--- src/rtl/fsd_pkg.sv ---
// Package: shared types and helpers for the FG speed discriminator.
// Assumes: periods and targets fit in 32-bit unsigned arithmetic.
package fsd_pkg;

    // Which role the FG period now running will play when it closes.
    typedef enum logic {
        SLOT_SKIP    = 1'b0,
        SLOT_MEASURE = 1'b1
    } slot_e;

    // True when v lies within target +/- tol, bounds included.
    function automatic logic in_window(input int unsigned v,
                                       input int unsigned target,
                                       input int unsigned tol);
        return (v + tol >= target) && (v <= target + tol);
    endfunction

endpackage

--- src/rtl/fsd_edge.sv ---
// Module: rising edge finder for the synchronised FG level.
// Assumes: fg is already synchronous to clk; one cycle of delay is fine.
module fsd_edge (
    input  logic clk,
    input  logic rst_n,
    input  logic fg,
    output logic rise
);
    logic fg_q;

    // Keep the previous FG sample.
    always_ff @(posedge clk) begin
        if (!rst_n) fg_q <= 1'b0;
        else        fg_q <= fg;
    end

    assign rise = fg && !fg_q;

endmodule

--- src/rtl/fsd_period_meter.sv ---
// Module: counts clocks between FG rises and picks which periods to publish.
// Assumes: rise is a single-cycle strobe; run low clears all state.
// Publishes a sample on the closing rise of every measured period. It also
// publishes a forced saturated sample when the counter reaches its ceiling.
module fsd_period_meter #(
    parameter int CNT_W = 10
) (
    input  logic             clk,
    input  logic             rst_n,
    input  logic             run,
    input  logic             rise,
    output logic             armed,
    output logic             meas_valid,
    output logic [CNT_W-1:0] meas_val
);
    import fsd_pkg::*;

    localparam logic [CNT_W-1:0] CNT_MAX  = '1;
    localparam logic [CNT_W-1:0] CNT_NEAR = CNT_MAX - CNT_W'(1);
    localparam logic [CNT_W-1:0] CNT_ONE  = CNT_W'(1);

    logic [CNT_W-1:0] cnt;
    slot_e            slot;
    logic             stall_hit;
    logic             period_hit;

    // Period counter, arming flag and measure/skip alternation.
    always_ff @(posedge clk) begin
        if (!rst_n || !run) begin
            cnt   <= '0;
            armed <= 1'b0;
            slot  <= SLOT_SKIP;
        end else if (rise) begin
            cnt   <= CNT_ONE;
            armed <= 1'b1;
            if (armed) slot <= (slot == SLOT_SKIP) ? SLOT_MEASURE : SLOT_SKIP;
        end else if (cnt != CNT_MAX) begin
            cnt <= cnt + CNT_ONE;
        end
    end

    // A sample is published on a measured closing rise or on reaching saturation.
    always_comb begin
        period_hit = rise && armed && (slot == SLOT_MEASURE);
        stall_hit  = !rise && (cnt == CNT_NEAR);
        meas_valid = run && (period_hit || stall_hit);
        meas_val   = rise ? cnt : CNT_MAX;
    end

    // Once saturated with no FG edge, the counter holds its ceiling.
    p_cnt_saturates_r5: assert property (@(posedge clk) disable iff (!rst_n)
        (run && (cnt == CNT_MAX) && !rise) |=> (cnt == CNT_MAX));

    // A rise while running always restarts the count at one.
    p_rise_restarts_r1: assert property (@(posedge clk) disable iff (!rst_n)
        (run && rise) |=> (cnt == CNT_ONE) && armed);

endmodule

--- src/rtl/fsd_speed_judge.sv ---
// Module: turns published period samples into the accelerate and lock flags.
// Assumes: meas_valid is a strobe and meas_val holds the period in clocks.
module fsd_speed_judge #(
    parameter int CNT_W        = 10,
    parameter int TARGET_COUNT = 512,
    parameter int LOCK_TOL     = 32
) (
    input  logic             clk,
    input  logic             rst_n,
    input  logic             run,
    input  logic             meas_valid,
    input  logic [CNT_W-1:0] meas_val,
    output logic             accel,
    output logic             lock_n
);
    import fsd_pkg::*;

    logic [31:0] val32;
    assign val32 = 32'(meas_val);

    // Register the speed decision on each published sample; stop forces unlocked.
    always_ff @(posedge clk) begin
        if (!rst_n || !run) begin
            accel  <= 1'b1;
            lock_n <= 1'b1;
        end else if (meas_valid) begin
            accel  <= val32 > 32'(TARGET_COUNT);
            lock_n <= !in_window(val32, 32'(TARGET_COUNT), 32'(LOCK_TOL));
        end
    end

    // Between published samples the flags do not move.
    p_hold_between_r1: assert property (@(posedge clk) disable iff (!rst_n)
        (run && !meas_valid) |=> ($stable(accel) && $stable(lock_n)));

    // A stopped block reports lost lock and asks for acceleration.
    p_stop_unlocks_r6: assert property (@(posedge clk) disable iff (!rst_n)
        !run |=> (lock_n && accel));

endmodule

--- src/rtl/fsd_phase_cmp.sv ---
// Module: reference divider plus edge-driven phase/frequency comparator.
// Assumes: the divider is aligned by the arming rise; armed comes from the meter.
// The up pulse starts at a reference tick, the down pulse at an FG rise, and
// whichever edge arrives second clears both.
module fsd_phase_cmp #(
    parameter int CNT_W        = 10,
    parameter int TARGET_COUNT = 512
) (
    input  logic clk,
    input  logic rst_n,
    input  logic run,
    input  logic rise,
    input  logic armed,
    output logic ph_up,
    output logic ph_dn
);
    localparam logic [CNT_W-1:0] DIV_TOP = CNT_W'(TARGET_COUNT);
    localparam logic [CNT_W-1:0] DIV_ONE = CNT_W'(1);

    logic [CNT_W-1:0] div_cnt;
    logic             tick;
    logic             nxt_up;
    logic             nxt_dn;

    assign tick = armed && (div_cnt == DIV_TOP);

    // Reference divider: starts on the arming rise and wraps every TARGET_COUNT clocks.
    always_ff @(posedge clk) begin
        if (!rst_n || !run)       div_cnt <= '0;
        else if (rise && !armed)  div_cnt <= DIV_ONE;
        else if (armed)           div_cnt <= tick ? DIV_ONE : div_cnt + DIV_ONE;
    end

    // Set up on a tick, down on an FG rise, and clear both when the pair completes.
    always_comb begin
        nxt_up = ph_up || tick;
        nxt_dn = ph_dn || (rise && armed);
        if (nxt_up && nxt_dn) begin
            nxt_up = 1'b0;
            nxt_dn = 1'b0;
        end
    end

    // Hold the comparator state.
    always_ff @(posedge clk) begin
        if (!rst_n || !run) begin
            ph_up <= 1'b0;
            ph_dn <= 1'b0;
        end else begin
            ph_up <= nxt_up;
            ph_dn <= nxt_dn;
        end
    end

    // Both directions are never requested at once.
    p_updn_exclusive_r8: assert property (@(posedge clk) disable iff (!rst_n)
        !(ph_up && ph_dn));

    // The divider never runs past its wrap point.
    p_div_in_range_r7: assert property (@(posedge clk) disable iff (!rst_n)
        (div_cnt <= DIV_TOP));

    // A down pulse can only begin on an FG rise.
    p_dn_from_rise_r7: assert property (@(posedge clk) disable iff (!rst_n)
        (run && !ph_dn && !rise) |=> !ph_dn);

endmodule

--- src/rtl/fg_speed_discriminator.sv ---
// Module: top of the FG period speed discriminator.
// Assumes: fg is synchronised to clk; TARGET_COUNT is a power of two or at
// least even, and the tolerance is one sixteenth of it.
module fg_speed_discriminator #(
    parameter int TARGET_COUNT = 512
) (
    input  logic clk,
    input  logic rst_n,
    input  logic run,
    input  logic fg,
    output logic accel,
    output logic ph_up,
    output logic ph_dn,
    output logic lock_n
);
    localparam int CNT_W    = $clog2(2 * TARGET_COUNT);
    localparam int LOCK_TOL = TARGET_COUNT / 16;

    logic             fg_rise;
    logic             armed;
    logic             meas_valid;
    logic [CNT_W-1:0] meas_val;

    fsd_edge u_edge (
        .clk  (clk),
        .rst_n(rst_n),
        .fg   (fg),
        .rise (fg_rise)
    );

    fsd_period_meter #(.CNT_W(CNT_W)) u_meter (
        .clk       (clk),
        .rst_n     (rst_n),
        .run       (run),
        .rise      (fg_rise),
        .armed     (armed),
        .meas_valid(meas_valid),
        .meas_val  (meas_val)
    );

    fsd_speed_judge #(
        .CNT_W       (CNT_W),
        .TARGET_COUNT(TARGET_COUNT),
        .LOCK_TOL    (LOCK_TOL)
    ) u_judge (
        .clk       (clk),
        .rst_n     (rst_n),
        .run       (run),
        .meas_valid(meas_valid),
        .meas_val  (meas_val),
        .accel     (accel),
        .lock_n    (lock_n)
    );

    fsd_phase_cmp #(
        .CNT_W       (CNT_W),
        .TARGET_COUNT(TARGET_COUNT)
    ) u_phase (
        .clk  (clk),
        .rst_n(rst_n),
        .run  (run),
        .rise (fg_rise),
        .armed(armed),
        .ph_up(ph_up),
        .ph_dn(ph_dn)
    );

endmodule

--- config.mk ---
export PLATFORM = sky130hd
export DESIGN_NAME = fg_speed_discriminator
export DESIGN_NICKNAME = d
export VERILOG_FILES = /design/src/rtl/fsd_pkg.sv /design/src/rtl/fsd_edge.sv /design/src/rtl/fsd_period_meter.sv /design/src/rtl/fsd_speed_judge.sv /design/src/rtl/fsd_phase_cmp.sv /design/src/rtl/fg_speed_discriminator.sv
export SDC_FILE = /design/constraint.sdc
export NUM_CORES = 1
export LEC_CHECK = 0
export ABC_AREA = 1
export CAP_MARGIN = 20
export CELL_PAD_IN_SITES_DETAIL_PLACEMENT = 0
export CELL_PAD_IN_SITES_GLOBAL_PLACEMENT = 2
export CORE_AREA = 2 2 68 70
export CTS_CLUSTER_SIZE = 14
export DETAILED_ROUTE_END_ITERATION = 10
export DIE_AREA = 0 0 70 72
export DONT_BUFFER_PORTS = 1
export GPL_ROUTABILITY_DRIVEN = 0
export HOLD_SLACK_MARGIN = 0.05
export PLACE_DENSITY = 0.86
export SETUP_SLACK_MARGIN = 0.5
export SYNTH_ARGS = -nofsm -noshare
export SYNTH_HDL_FRONTEND = slang
export SYNTH_SLANG_ARGS = --single-unit
--- constraint.sdc ---
create_clock -name clk -period 1.56 [get_ports clk]
set_input_delay 0.234 -clock clk [delete_from_list [all_inputs] [get_ports clk]]
set_output_delay 0.234 -clock clk [all_outputs]
set_load 0.03 [all_outputs]
### Yosys cells after proc, flatten, opt, wreduce, memory -nomap -nowiden

Index checks and enable logic that the tools add are counted.

* order comparisons: 3
* reduce and logical (&&, ||, !) cells: 25
* equal/unequal tests: 3
* add/subtract/negate cells: 3
* muxes and demuxes: 7

Operators with widths (number)
* 32-bit by 10-bit greater-or-equal comparator with 1-bit output (second input constant): 1
* 10-bit by 1-bit adder with 10-bit output (second input constant): 2
* 10-bit == test (second input constant): 2
* 10-bit two-way mux: 2
* 10-bit by 6-bit adder with 11-bit output (second input constant): 1
* 10-bit greater-than comparator (second input constant): 1
* 10-bit <= comparator (second input constant): 1
* 10-bit != test (second input constant): 1
* 1-bit logical AND: 9
* 1-bit logical NOT: 6
* 2-bit OR reduction: 3
* 1-bit two-way mux: 5
* 1-bit logical OR: 4
* 2-bit nonzero test: 2
* 2-bit AND reduction: 1

* bits of input ports: 4
* logic and storage cells: 52
* bits in registers: 27

### Longest topological paths before layout

* depth after elaboration: 7
* mapped depth: 9
* depth with buffers taken out: 9

### By module

Synthesis repeated with hierarchy kept, for this count alone.

* cells, all modules: 225
* area total of the unflattened synthesis: 1487.7 µm²

By module, submodules not included
* fsd_period_meter: cells an instance 104, seq. area each 240.2 µm², area each 709.4 µm², instances 1
* fsd_phase_cmp: cells an instance 86, seq. area each 240.2 µm², area each 590.6 µm², instances 1
* fsd_speed_judge: cells an instance 30, seq. area each 40.0 µm², area each 150.1 µm², instances 1
* fsd_edge: cells an instance 5, seq. area each 20.0 µm², area each 37.5 µm², instances 1

### Least setup slack after synthesis

OpenSTA, ideal clock, no wires.

* kind: register -> register
* start point: reg u_meter.cnt[0]
* end point: reg u_meter.cnt[1]
* data required time: 1.494 ns
* data arrival time: 1.225 ns
* setup slack: 0.269 ns
* period minus slack after synthesis: 1.291 ns
* stages on the path, launching flop included: 10
* path through: dfxtp_1 -> ha_1 -> inv_1 -> nor2_4 -> nand2_4 -> nor2_8 -> inv_4 -> nand2_4 -> nand2_2 -> a21oi_2

* word-level cells in the longest chain between the ends: 1

Ends and longest elaborated chain
* start: declaration: RTL line fsd_period_meter.sv:22 `logic [CNT_W-1:0] cnt;`
* start signal: assignment: RTL line fsd_period_meter.sv:38 `cnt <= cnt + CNT_ONE;`
* 10-bit by 1-bit adder with 10-bit output or 10-bit != test (tied branches): RTL line fsd_period_meter.sv:38, fsd_period_meter.sv:37

Several ways; a longest one is shown, not always the timed one.
A chain may end at the register's enable or synchronous reset.

### Final worst setup path

* start point: reg u_meter.cnt[0]
* end point: reg u_meter.cnt[8]

Same word-level chain as after synthesis.

==> impl_metrics.json <==
{
  "timing.hold.worst.class": "primary input to flip-flop",
  "timing.critical_path.arrival_ns": 1.44,
  "power_density_nw_per_um2": 623,
  "groute.usage.overall_pct": 15.5,
  "p_seq_share_pct": 56.8,
  "critical_path.max_fanout": 3,
  "grt_pass1_wl_mm": 6.41,
  "fin_area_sq_um": 1990,
  "synth_flop_cell": "sky130_fd_sc_hd__dfxtp_1",
  "number_of_antenna_diodes": 0,
  "io_buffers": 0,
  "yosys_register_bits": 27,
  "via_count": 1337,
  "fp.dieH_um": 72,
  "worstReg2RegStart": "u_meter.cnt[0]$_SDFFE_PP0P_",
  "area.growth.synth_to_final_pct": 36.0,
  "synthCells": 213,
  "cpPeakStageDelay_ns": 0.39,
  "worst_ep_required_time_ns": 1.73,
  "synth_enable_flop_cells": 0,
  "synth.avg_cell_area_sq_um": 6.87,
  "crit_buf_inv": 2,
  "max_slew.worst_pin.slew_ns": 0.267,
  "dpl_cell_area_sq_um": 1590,
  "placeableCoreArea_sq_um": 4260,
  "postSynthNetCount": 221,
  "outcome": "completed",
  "synth_commonest_cells": "sky130_fd_sc_hd__nand2_1 (51), sky130_fd_sc_hd__inv_1 (36), sky130_fd_sc_hd__dfxtp_1 (27), sky130_fd_sc_hd__nor2_1 (26), sky130_fd_sc_hd__nand3_1 (17)",
  "yosys_warnings": 0,
  "synth_top_cell_by_area": "sky130_fd_sc_hd__dfxtp_1",
  "ctsLongestPathBuffers": 2,
  "switching_share_pct": 25.5,
  "cts_made_buffers": 3,
  "comb_power_share_pct": 9.4,
  "floorplan.die.width_um": 70,
  "synth.distinct_cells": 28,
  "tritoncts": "built",
  "number_of_antenna_violations_at_the_first_check_in_global_routing": 0,
  "initial_core_utilization_pct": 34.3,
  "clkSlewWorstSetupHoldPaths_ns": 0.11,
  "netlist_top_cells_area": "sky130_fd_sc_hd__dfxtp_1 (37%), sky130_fd_sc_hd__nand2_1 (13%), sky130_fd_sc_hd__inv_1 (9.2%)",
  "via_per_inst": 4.64,
  "whs_ns": 0.0552,
  "yosysMostFrequentCell": "sky130_fd_sc_hd__nand2_1",
  "critPathKind": "flip-flop to flip-flop",
  "report.final.slew_viol_count": 0,
  "timing_hold_violations_final": 0,
  "drt_pass1_iterations": 4,
  "rows": 24,
  "finalNetCount": 245,
  "cts.hold.buffers_added": 0,
  "pin_count_of_the_biggest_net_entering_global_routing": 17,
  "postLayoutCoreUtil_pct": 46.7,
  "timing.final.crit_share_pct": 81.4,
  "grt_pass1_vias": 1382,
  "max-slew-margin-rel_pct": 82.0,
  "clockRootBuffer": "sky130_fd_sc_hd__clkbuf_8",
  "ant_nets": 0,
  "drive_above_1_share_pct": 40.3,
  "worst_skew_pair.late_latency_ns": 0.28,
  "postRouteWirelength_mm": 3.51,
  "multi_input_area_sq_um": 990,
  "setup_viol_count_final": 0,
  "gr-total-overflow": 0,
  "cts-htree-levels": 1,
  "rsz0062_at_grt": "yes",
  "internal_power_mw": 0.924,
  "slowest_stage": "sky130_fd_sc_hd__dfxtp_4",
  "ys_async_sr_fraction_pct": 0,
  "crit_path_start": "u_meter.cnt[0]$_SDFFE_PP0P_",
  "max_cap_violations": 0,
  "worstSetupStartpointType": "flip-flop",
  "irDropWorstVdd_v": 0.000288,
  "post-route-min-period_ns": 1.27,
  "crit_chain": "ha_4, inv_2, nor2_4, nand2_4, buf_4, nor3_4, nor3_2",
  "avg_wl_per_cell_um": 12.2,
  "dr.first_iter.drc_count": 41,
  "post-route-drc-count": 0,
  "synth_top_area_share_pct": 36.9,
  "skew_ns": 0.0110,
  "cts.sinks": 27,
  "layout.area.seq_sq_um": 577,
  "mappedNetlistArea_sq_um": 1460,
  "pin_count": 8,
  "share_of_synthesized_area_occupied_by_flip_flops_and_latches_pct": 36.9,
  "p_leak_nw": 0.832,
  "num-fill-cells": 440,
  "maxClockFrequency_mhz": 787,
  "fp.dieArea_sq_um": 5040,
  "switching_power_summed_over_all_nets_mw": 0.316,
  "critical_path.endpoint_type": "flip-flop",
  "final.setup.tns_ns": 0,
  "share_clk_of_total_power_pct": 33.9,
  "critPathTopFamily": "simple AND/OR/NAND/NOR gates",
  "min_from": "fg",
  "hpwl_mm": 2.40
}
==> per-stage QoR <==
step / setup WS (ns) / std cells / power (mW)
after floorplan: 0.413 / 213 / 0.774
after global placement: 0.278 / 265 / 0.788
after detailed placement: 0.277 / 265 / 0.788
after CTS: 0.278 / 284 / 1.23
after global routing: 0.223 / 288 / 1.29
final: 0.290 / 288 / 1.24
==> power groups by stage <==
stage | Clock (mW) | Sequential [mW] | Combinational [mW]
6_report | 0.420 | 0.704 | 0.116
5_1_grt | 0.456 | 0.706 | 0.129
4_1_cts | 0.425 | 0.702 | 0.0988
3_5_place_dp | 0 | 0.726 | 0.0622
3_3_place_gp | 0 | 0.726 | 0.0622
2_1_floorplan | 0 | 0.719 | 0.0547
==> logic make-up after synthesis <==
group | Yosys count | share of synthesized area (%)
AND/OR/NAND/NOR | 116 | 37.3
buffers and inverters | 39 | 10.4
flip-flops | 27 | 36.9
AO/OA/AOI/OAI | 21 | 8.38
XOR/XNOR | 6 | 3.59
adder cells (fa/ha/maj) | 4 | 3.42
==> flip-flops by register name, summed over array words and instances, names as in the netlist <==
signal and count:
u_edge.fg_q 1, u_judge.accel 1, u_meter.slot 1, u_phase.div_cnt 10, u_phase.ph_up 1, u_judge.lock_n 1, u_meter.cnt 10, u_phase.ph_dn 1
u_meter.armed 1
==> cells in the final DEF (no fill, tap or decap), types with 4 or more instances in the layout <==
master,count
sky130_fd_sc_hd__dfxtp_4,6
sky130_fd_sc_hd__buf_4,18
sky130_fd_sc_hd__nand2_2,10
sky130_fd_sc_hd__nand2_1,43
sky130_fd_sc_hd__dfxtp_2,11
sky130_fd_sc_hd__inv_2,7
sky130_fd_sc_hd__nand3_2,5
sky130_fd_sc_hd__dfxtp_1,10
sky130_fd_sc_hd__nand4_1,4
sky130_fd_sc_hd__nor2_1,20
sky130_fd_sc_hd__nor2_4,7
sky130_fd_sc_hd__inv_1,28
sky130_fd_sc_hd__nand3_1,9
sky130_fd_sc_hd__nand2_4,4
sky130_fd_sc_hd__a31oi_1,4
sky130_fd_sc_hd__a21oi_1,9
sky130_fd_sc_hd__ha_4,4
==> path summary, 6_finish.rpt <==
kind | endpoint | slack, ns | cells after the start
hold reg to reg | u_meter.slot$_SDFFE_PP0P_ | 0.45 | 2
setup / recovery | u_meter.cnt[8]$_SDFFE_PP0P_ | 0.29 | 7
hold / removal | u_edge.fg_q$_SDFF_PN0_ | 0.06 | 2
setup reg to reg | u_meter.cnt[8]$_SDFFE_PP0P_ | 0.29 | 7
==> repair_timing <==
item / in CTS / in global routing
setup buffers: 15 / 4
gates resized for setup: 36 / 29
setup endpoints to repair: 24 / 28
pin swaps: 20 / 20
==> layer usage <==
metal	up-vias	track usage [%]	routed length, um
met4	0	4.06	25
li1	712	-	-
met5	-	0	0
met3	2	2.08	68
met2	8	26.0	1630
met1	615	21.2	1790
==> area by class of cell <==
type	instances	area share (%)
clock buffer	3	2.07
clock inverter	1	0.377
inverter	38	7.67
multi-input combinational	147	49.7
sequential	27	29.0
tap	52	3.27
timing repair buffer	20	7.92
==> worst register-to-register path: cells and delay by family (launching register included) <==
kind / cells / cell delay [ns]
simple gates: 4 / 0.46
buf+inv: 2 / 0.19
fa+ha+maj: 1 / 0.14
flops: 1 / 0.39
(Power assumes the default switching activity.)
